### src/rtl/codec_stat_pkg.sv
package codec_stat_pkg;
  localparam int NUM_FIFO = 4;
  localparam int FIFO_DEPTH = 8;
  localparam int TX_SVC_MAX = 4;
  localparam int RX_SVC_MIN = 6;
  localparam int STAT_W = 32;

  typedef enum logic [1:0] {
    FIFO_AUD_TX = 2'd0,
    FIFO_AUD_RX = 2'd1,
    FIFO_TEL_TX = 2'd2,
    FIFO_TEL_RX = 2'd3
  } fifo_id_e;

  // Even indices are transmit FIFOs, odd are receive FIFOs
  function automatic bit fifo_is_tx(int idx);
    return (idx % 2) == 0;
  endfunction
endpackage

### src/rtl/fifo_level_tracker.sv
module fifo_level_tracker #(
  parameter int DEPTH = 8,
  localparam int LVL_W = $clog2(DEPTH + 1)
) (
  input  logic             clk,
  input  logic             rst_n,
  input  logic             push,
  input  logic             pop,
  output logic [LVL_W-1:0] level,
  output logic             not_full,
  output logic             not_empty,
  output logic             push_blocked,
  output logic             pop_blocked
);
  logic push_ok;
  logic pop_ok;

  assign not_full     = (level != LVL_W'(DEPTH));
  assign not_empty    = (level != '0);
  assign push_ok      = push & not_full;
  assign pop_ok       = pop & not_empty;
  assign push_blocked = push & ~not_full;
  assign pop_blocked  = pop & ~not_empty;

  always_ff @(posedge clk or negedge rst_n) begin
    if (!rst_n) begin
      level <= '0;
    end else begin
      case ({push_ok, pop_ok})
        2'b10:   level <= level + LVL_W'(1);
        2'b01:   level <= level - LVL_W'(1);
        default: level <= level;
      endcase
    end
  end
endmodule

### src/rtl/service_request.sv
module service_request #(
  parameter bit IS_TX = 1'b1,
  parameter int DEPTH = 8,
  parameter int THRESH = 4,
  localparam int LVL_W = $clog2(DEPTH + 1)
) (
  input  logic             enable,
  input  logic [LVL_W-1:0] level,
  output logic             req
);
  generate
    if (IS_TX) begin : g_tx
      assign req = enable & (level <= LVL_W'(THRESH));
    end else begin : g_rx
      assign req = enable & (level >= LVL_W'(THRESH));
    end
  endgenerate
endmodule

### src/rtl/sticky_flag.sv
module sticky_flag (
  input  logic clk,
  input  logic rst_n,
  input  logic set_evt,
  input  logic clr_req,
  output logic flag
);
  always_ff @(posedge clk or negedge rst_n) begin
    if (!rst_n)       flag <= 1'b0;
    else if (set_evt) flag <= 1'b1;
    else if (clr_req) flag <= 1'b0;
  end
endmodule

### src/rtl/codec_fifo_status.sv
module codec_fifo_status
  import codec_stat_pkg::*;
#(
  parameter int DEPTH = FIFO_DEPTH,
  parameter int TX_MAX = TX_SVC_MAX,
  parameter int RX_MIN = RX_SVC_MIN,
  localparam int NF = NUM_FIFO,
  localparam int LVL_W = $clog2(DEPTH + 1),
  localparam int ERR_LSB = NF
) (
  input  logic              clk,
  input  logic              rst_n,
  input  logic              port_en,
  input  logic [NF-1:0]     push,
  input  logic [NF-1:0]     pop,
  input  logic [NF-1:0]     svc_mask,
  input  logic              wr_done,
  input  logic              rd_done,
  input  logic              aud_codec_on,
  input  logic              tel_codec_on,
  input  logic              sw_wr,
  input  logic [STAT_W-1:0] sw_wdata,
  output logic [STAT_W-1:0] status_word,
  output logic              irq
);
  logic [NF-1:0][LVL_W-1:0] lvl;
  logic [NF-1:0] nfull, nempty, push_blk, pop_blk;
  logic [NF-1:0] svc, err_evt, err_flag, err_clr;
  logic          irq_next;
  logic          unused_sigs;

  for (genvar i = 0; i < NF; i++) begin : g_fifo
    localparam bit TX = fifo_is_tx(i);

    fifo_level_tracker #(.DEPTH(DEPTH)) u_lvl (
      .clk          (clk),
      .rst_n        (rst_n),
      .push         (push[i]),
      .pop          (pop[i]),
      .level        (lvl[i]),
      .not_full     (nfull[i]),
      .not_empty    (nempty[i]),
      .push_blocked (push_blk[i]),
      .pop_blocked  (pop_blk[i])
    );

    service_request #(
      .IS_TX  (TX),
      .DEPTH  (DEPTH),
      .THRESH (TX ? TX_MAX : RX_MIN)
    ) u_svc (
      .enable (port_en),
      .level  (lvl[i]),
      .req    (svc[i])
    );

    // transmit side errs on pop-when-empty, receive side on push-when-full
    if (TX) begin : g_under
      assign err_evt[i] = pop_blk[i];
    end else begin : g_over
      assign err_evt[i] = push_blk[i];
    end

    assign err_clr[i] = sw_wr & sw_wdata[ERR_LSB + i];

    sticky_flag u_err (
      .clk     (clk),
      .rst_n   (rst_n),
      .set_evt (err_evt[i]),
      .clr_req (err_clr[i]),
      .flag    (err_flag[i])
    );
  end

  assign status_word = {
    16'h0000,
    tel_codec_on, aud_codec_on, rd_done, wr_done,
    nempty[FIFO_TEL_RX], nfull[FIFO_TEL_RX],
    nempty[FIFO_AUD_RX], nfull[FIFO_AUD_RX],
    err_flag,
    svc
  };

  assign irq_next = (|(svc & svc_mask)) | (|err_flag);

  always_ff @(posedge clk or negedge rst_n) begin
    if (!rst_n) irq <= 1'b0;
    else        irq <= irq_next;
  end

  assign unused_sigs = ^{sw_wdata[STAT_W-1:ERR_LSB+NF], sw_wdata[ERR_LSB-1:0],
                         nfull[FIFO_AUD_TX], nfull[FIFO_TEL_TX],
                         nempty[FIFO_AUD_TX], nempty[FIFO_TEL_TX]};
endmodule

### config.mk
export PLATFORM = sky130hd
export DESIGN_NAME = codec_fifo_status
export DESIGN_NICKNAME = d
export VERILOG_FILES = /design/src/rtl/codec_stat_pkg.sv /design/src/rtl/fifo_level_tracker.sv /design/src/rtl/service_request.sv /design/src/rtl/sticky_flag.sv /design/src/rtl/codec_fifo_status.sv
export SDC_FILE = /design/constraint.sdc
export NUM_CORES = 1
export LEC_CHECK = 0
export ABC_CLOCK_PERIOD_IN_PS = 5300
export CORE_UTILIZATION = 45
export CTS_BUF_LIST = sky130_fd_sc_hd__clkbuf_4 sky130_fd_sc_hd__clkbuf_8
export CTS_CLUSTER_DIAMETER = 40
export DETAILED_ROUTE_END_ITERATION = 10
export PLACE_DENSITY = 0.87
export SETUP_SLACK_MARGIN = 0.3
export SYNTH_ARGS = -nofsm -noshare
export SYNTH_HDL_FRONTEND = slang
export SYNTH_HIERARCHICAL = 1
export SYNTH_SLANG_ARGS = --single-unit
### constraint.sdc
create_clock -name clk -period 5.3 [get_ports clk]
set_input_delay 1.325 -clock clk [delete_from_list [all_inputs] [get_ports clk]]
set_output_delay 1.325 -clock clk [all_outputs]
set_load 0.05 [all_outputs]
### Word-level counts from Yosys, hierarchy flattened

Cells that the tools add are included.

| storage, ports and cells | value |
|---|---|
| bits in registers | 21 |
| bits of input ports | 52 |
| output and inout bits | 33 |
| logic and storage cells | 85 |

| operators by class | value |
|---|---|
| add/sub/neg operators | 8 |
| order comparisons | 4 |
| equality and inequality tests | 12 |
| mux-type cells | 12 |
| bitwise gates (word level) | 26 |
| reductions and logical operators | 14 |

Operator list:

| operator | count |
|---|---|
| $pmux W4 S2 | 4 |
| $and A1 B1 Y1 | 20 |
| $add A4 B1 Y4 const B | 4 |
| $ne A4 B4 Y1 const B | 4 |
| $reduce_bool A2 Y1 | 8 |
| $reduce_bool A4 Y1 | 4 |
| $sub A4 B1 Y4 const B | 4 |
| $eq A2 B1 Y1 const B | 4 |
| $eq A2 B2 Y1 const B | 4 |
| $ge A4 B3 Y1 const B | 2 |
| $le A4 B3 Y1 const B | 2 |
| $mux W1 | 8 |
| $reduce_or A4 Y1 | 2 |
| $and A4 B4 Y4 | 1 |
| $not A1 Y1 | 4 |
| $or A1 B1 Y1 | 1 |

### Longest topological paths before layout

| depth | value |
|---|---|
| depth in word-level cells | 5 |
| gate-level depth with buffers | 10 |

### Hierarchy

The synthesis kept the hierarchy.

By module, submodules not included:

| module | instances | cells an instance | area each (sq um) | seq. area each (sq um) |
|---|---|---|---|---|
| fifo_level_tracker | 4 | 36 | 369.1 | 100.1 |
| codec_fifo_status | 1 | 34 | 266.5 | 25.0 |
| sticky_flag | 4 | 3 | 36.3 | 25.0 |
| service_request (g_fifo[0].u_svc ...) | 2 | 2 | 13.8 | 0.0 |
| service_request (g_fifo[1].u_svc ...) | 2 | 2 | 11.3 | 0.0 |

### Worst setup path before layout

No wires, ideal clock.

| timing | value |
|---|---|
| path kind | input -> output |
| from | in port_en |
| to | out status_word[1] |
| data arrival time | 2064 ps |
| required time | 3975 ps |
| setup slack | 1911 ps |
| cell stages on the path | 1 |
| path buffers | 0 |
| cells stage by stage | nor2b_1 |

| on the way | value |
|---|---|
| word-level cells in the longest chain between the ends | 1 |

RTL lines:

| item | line | text |
|---|---|---|
| start, declared | codec_fifo_status.sv:13 | `input logic port_en,` |
| $and A1 B1 Y1 | service_request.sv:15 | `assign req = enable & (level >= LVL_W'(THRESH));` |
| end, declared | codec_fifo_status.sv:23 | `output logic [STAT_W-1:0] status_word,` |

Every way passes these cells.

### Worst setup path in the final report

Same ends and word-level chain as after synthesis.

==> flow_metrics.tcl <==
set metrics [dict create \
    outcome "finished clean" \
    cp_common_cell "clkdlybuf4s50_1" \
    antenna_found_initial 0 \
    hpwl_mm 2.59 \
    clkSinkCount 21 \
    total_power_mw 1.17 \
    start_util 0.473 \
    yosys_warnings 6 \
    ff_latch_area_um2 526 \
    antenna_left 0 \
    hold_depth 1 \
    max_cap_violations 0 \
    wl_mm 3.30 \
    power.density_nw_per_um2 545 \
    place.gp.congestion 0.822 \
    fp.dieArea_um2 4500 \
    final_util 0.533 \
    synthCells 192 \
    grt_max_degree 22 \
    startpoint_type "input pin" \
    r2r_start "g_fifo[3].u_lvl/level[1]" \
    fin_nets 276 \
    whs_ps 532 \
    numCtsBuffers 3 \
    period_share 0.809 \
    regToRegEndpoint "g_fifo[3].u_lvl/level[3]" \
    die_h_um 67.1 \
    crit_required_ps 3970 \
    layout_min_cycle_time_ps 4290 \
    diodes 0 \
    tritoncts "yes" \
    critical_path.endpoint_type "primary output" \
    area_growth_pct 12.6 \
    clkTransAtPathRegs_ps 70 \
    crit_path_max_incr_delay_ps 840 \
    max_freq_ghz 0.233 \
    vdd_drop_max_mv 0.309 \
    fin_worst_skew_ps 3.43 \
    final_area_um2 2150 \
    slew_violations 0 \
    placedInstanceArea_um2 2100 \
    placed_cells 257 \
    grt_pass1_wl_mm 5.29 \
    clockRootBuffer "clkbuf_8" \
    synth_area_per_cell_um2 9.92 \
    min_from "g_fifo[0].u_err/flag" \
    finalSetupTns_ps 0 \
    setup_violations 0 \
    fillers 359 \
    worst_hold_path_type "flip-flop to flip-flop" \
    path_cells "clkdlybuf4s50_1, nor2b_1, clkdlybuf4s50_1" \
    firstDrtPassIters 4 \
    reg2reg_slack_ps 3030 \
    portBuffers 32 \
    first_iter_violations 61 \
    pre_cts_ws_ps 1040 \
    crit_type "input pin to primary output" \
    crit_fanout 4 \
    setup_slack_ps 1010 \
    worstMarginPinSlew_ps 916 \
    hold-path-endpoint "g_fifo[0].u_err/flag" \
    cts_setup_buffers 0 \
    ctsResizeCount 0 \
    drc 0 \
    core_um2 4030 \
    io_pins 85 \
    rows 23 \
    grt_use_total 0.155 \
    ff2ff_path_depth 6 \
    synth_area_um2 1910 \
    rsz0062_at_grt "false" \
    postCtsHoldBufs 0 \
    cts_max_level 1 \
    route.detailed.wl_per_inst_um 12.6 \
    vias_per_cell 5.14 \
    maxSlewHeadroom 0.387 \
    via_count 1341 \
    clk-insertion-delay-late_ps 260 \
    die_w_um 67.1 \
    clockBufferDepth 2 \
    final_cells 261 \
    hold_viol 0 \
    grt_pass1_vias 1218 \
    slowest_stage "clkdlybuf4s50_1" \
    cp_data_arrival_time_ps 2960 \
    grt_overflow 0 \
    p_leak_nw 0.907 \
    multi_input_area_um2 1140 \
    drive_gt1_frac 0.118 \
]
-- worst max-delay path by stage --
stage	endpoint	slack [ps]	start
6_report	status_word[1]	1010	port_en
5_1_grt	status_word[1]	960	port_en
4_1_cts	status_word[1]	1020	port_en
3_5_place_dp	status_word[1]	1040	port_en
3_3_place_gp	status_word[1]	1020	port_en
2_1_floorplan	status_word[1]	1910	port_en
-- critical path: cells and delay by family --
kind                   cells  cell delay [ps]
AND/OR/NAND/NOR            1              240
buffers and inverters      2             1390
-- layer usage --
metal | GRT usage | part of all wire | vias up
met4 | 0.0160 | 0.0021 | 0
met2 | 0.275 | 0.53 | 21
met1 | 0.193 | 0.43 | 640
li1 | - | - | 678
met5 | 0 | 0 | -
met3 | 0.0360 | 0.035 | 2
-- final cells by class --
type,count,area share
well taps,50,0.0292
inverters,14,0.0245
repair buffers,32,0.149
clock inverters,1,0.00233
clock buffers,3,0.0192
multi-input cells,140,0.531
flip-flops and latches,21,0.245
-- report_power, final --
group	internal, mW	total [mW]	switching [mW]
logic	0.309	0.680	0.371
clock network	0.0523	0.101	0.0488
registers	0.242	0.388	0.146
-- state kept, by name, indices dropped and copies added, names as in the netlist --
register	count
g_fifo.u_lvl/level	16
g_fifo.u_err/flag	4
irq	1
-- layout by cell type (no fill, tap or decap), types with 6 or more instances in the layout --
master / instances
clkdlybuf4s50_1: 32
inv_1: 14
conb_1: 16
a21oi_1: 6
nor2b_1: 10
ha_1: 12
dfrtp_1: 21
and2_1: 6
xnor2_1: 8
nand2_1: 8
(Power assumes the default switching activity.)
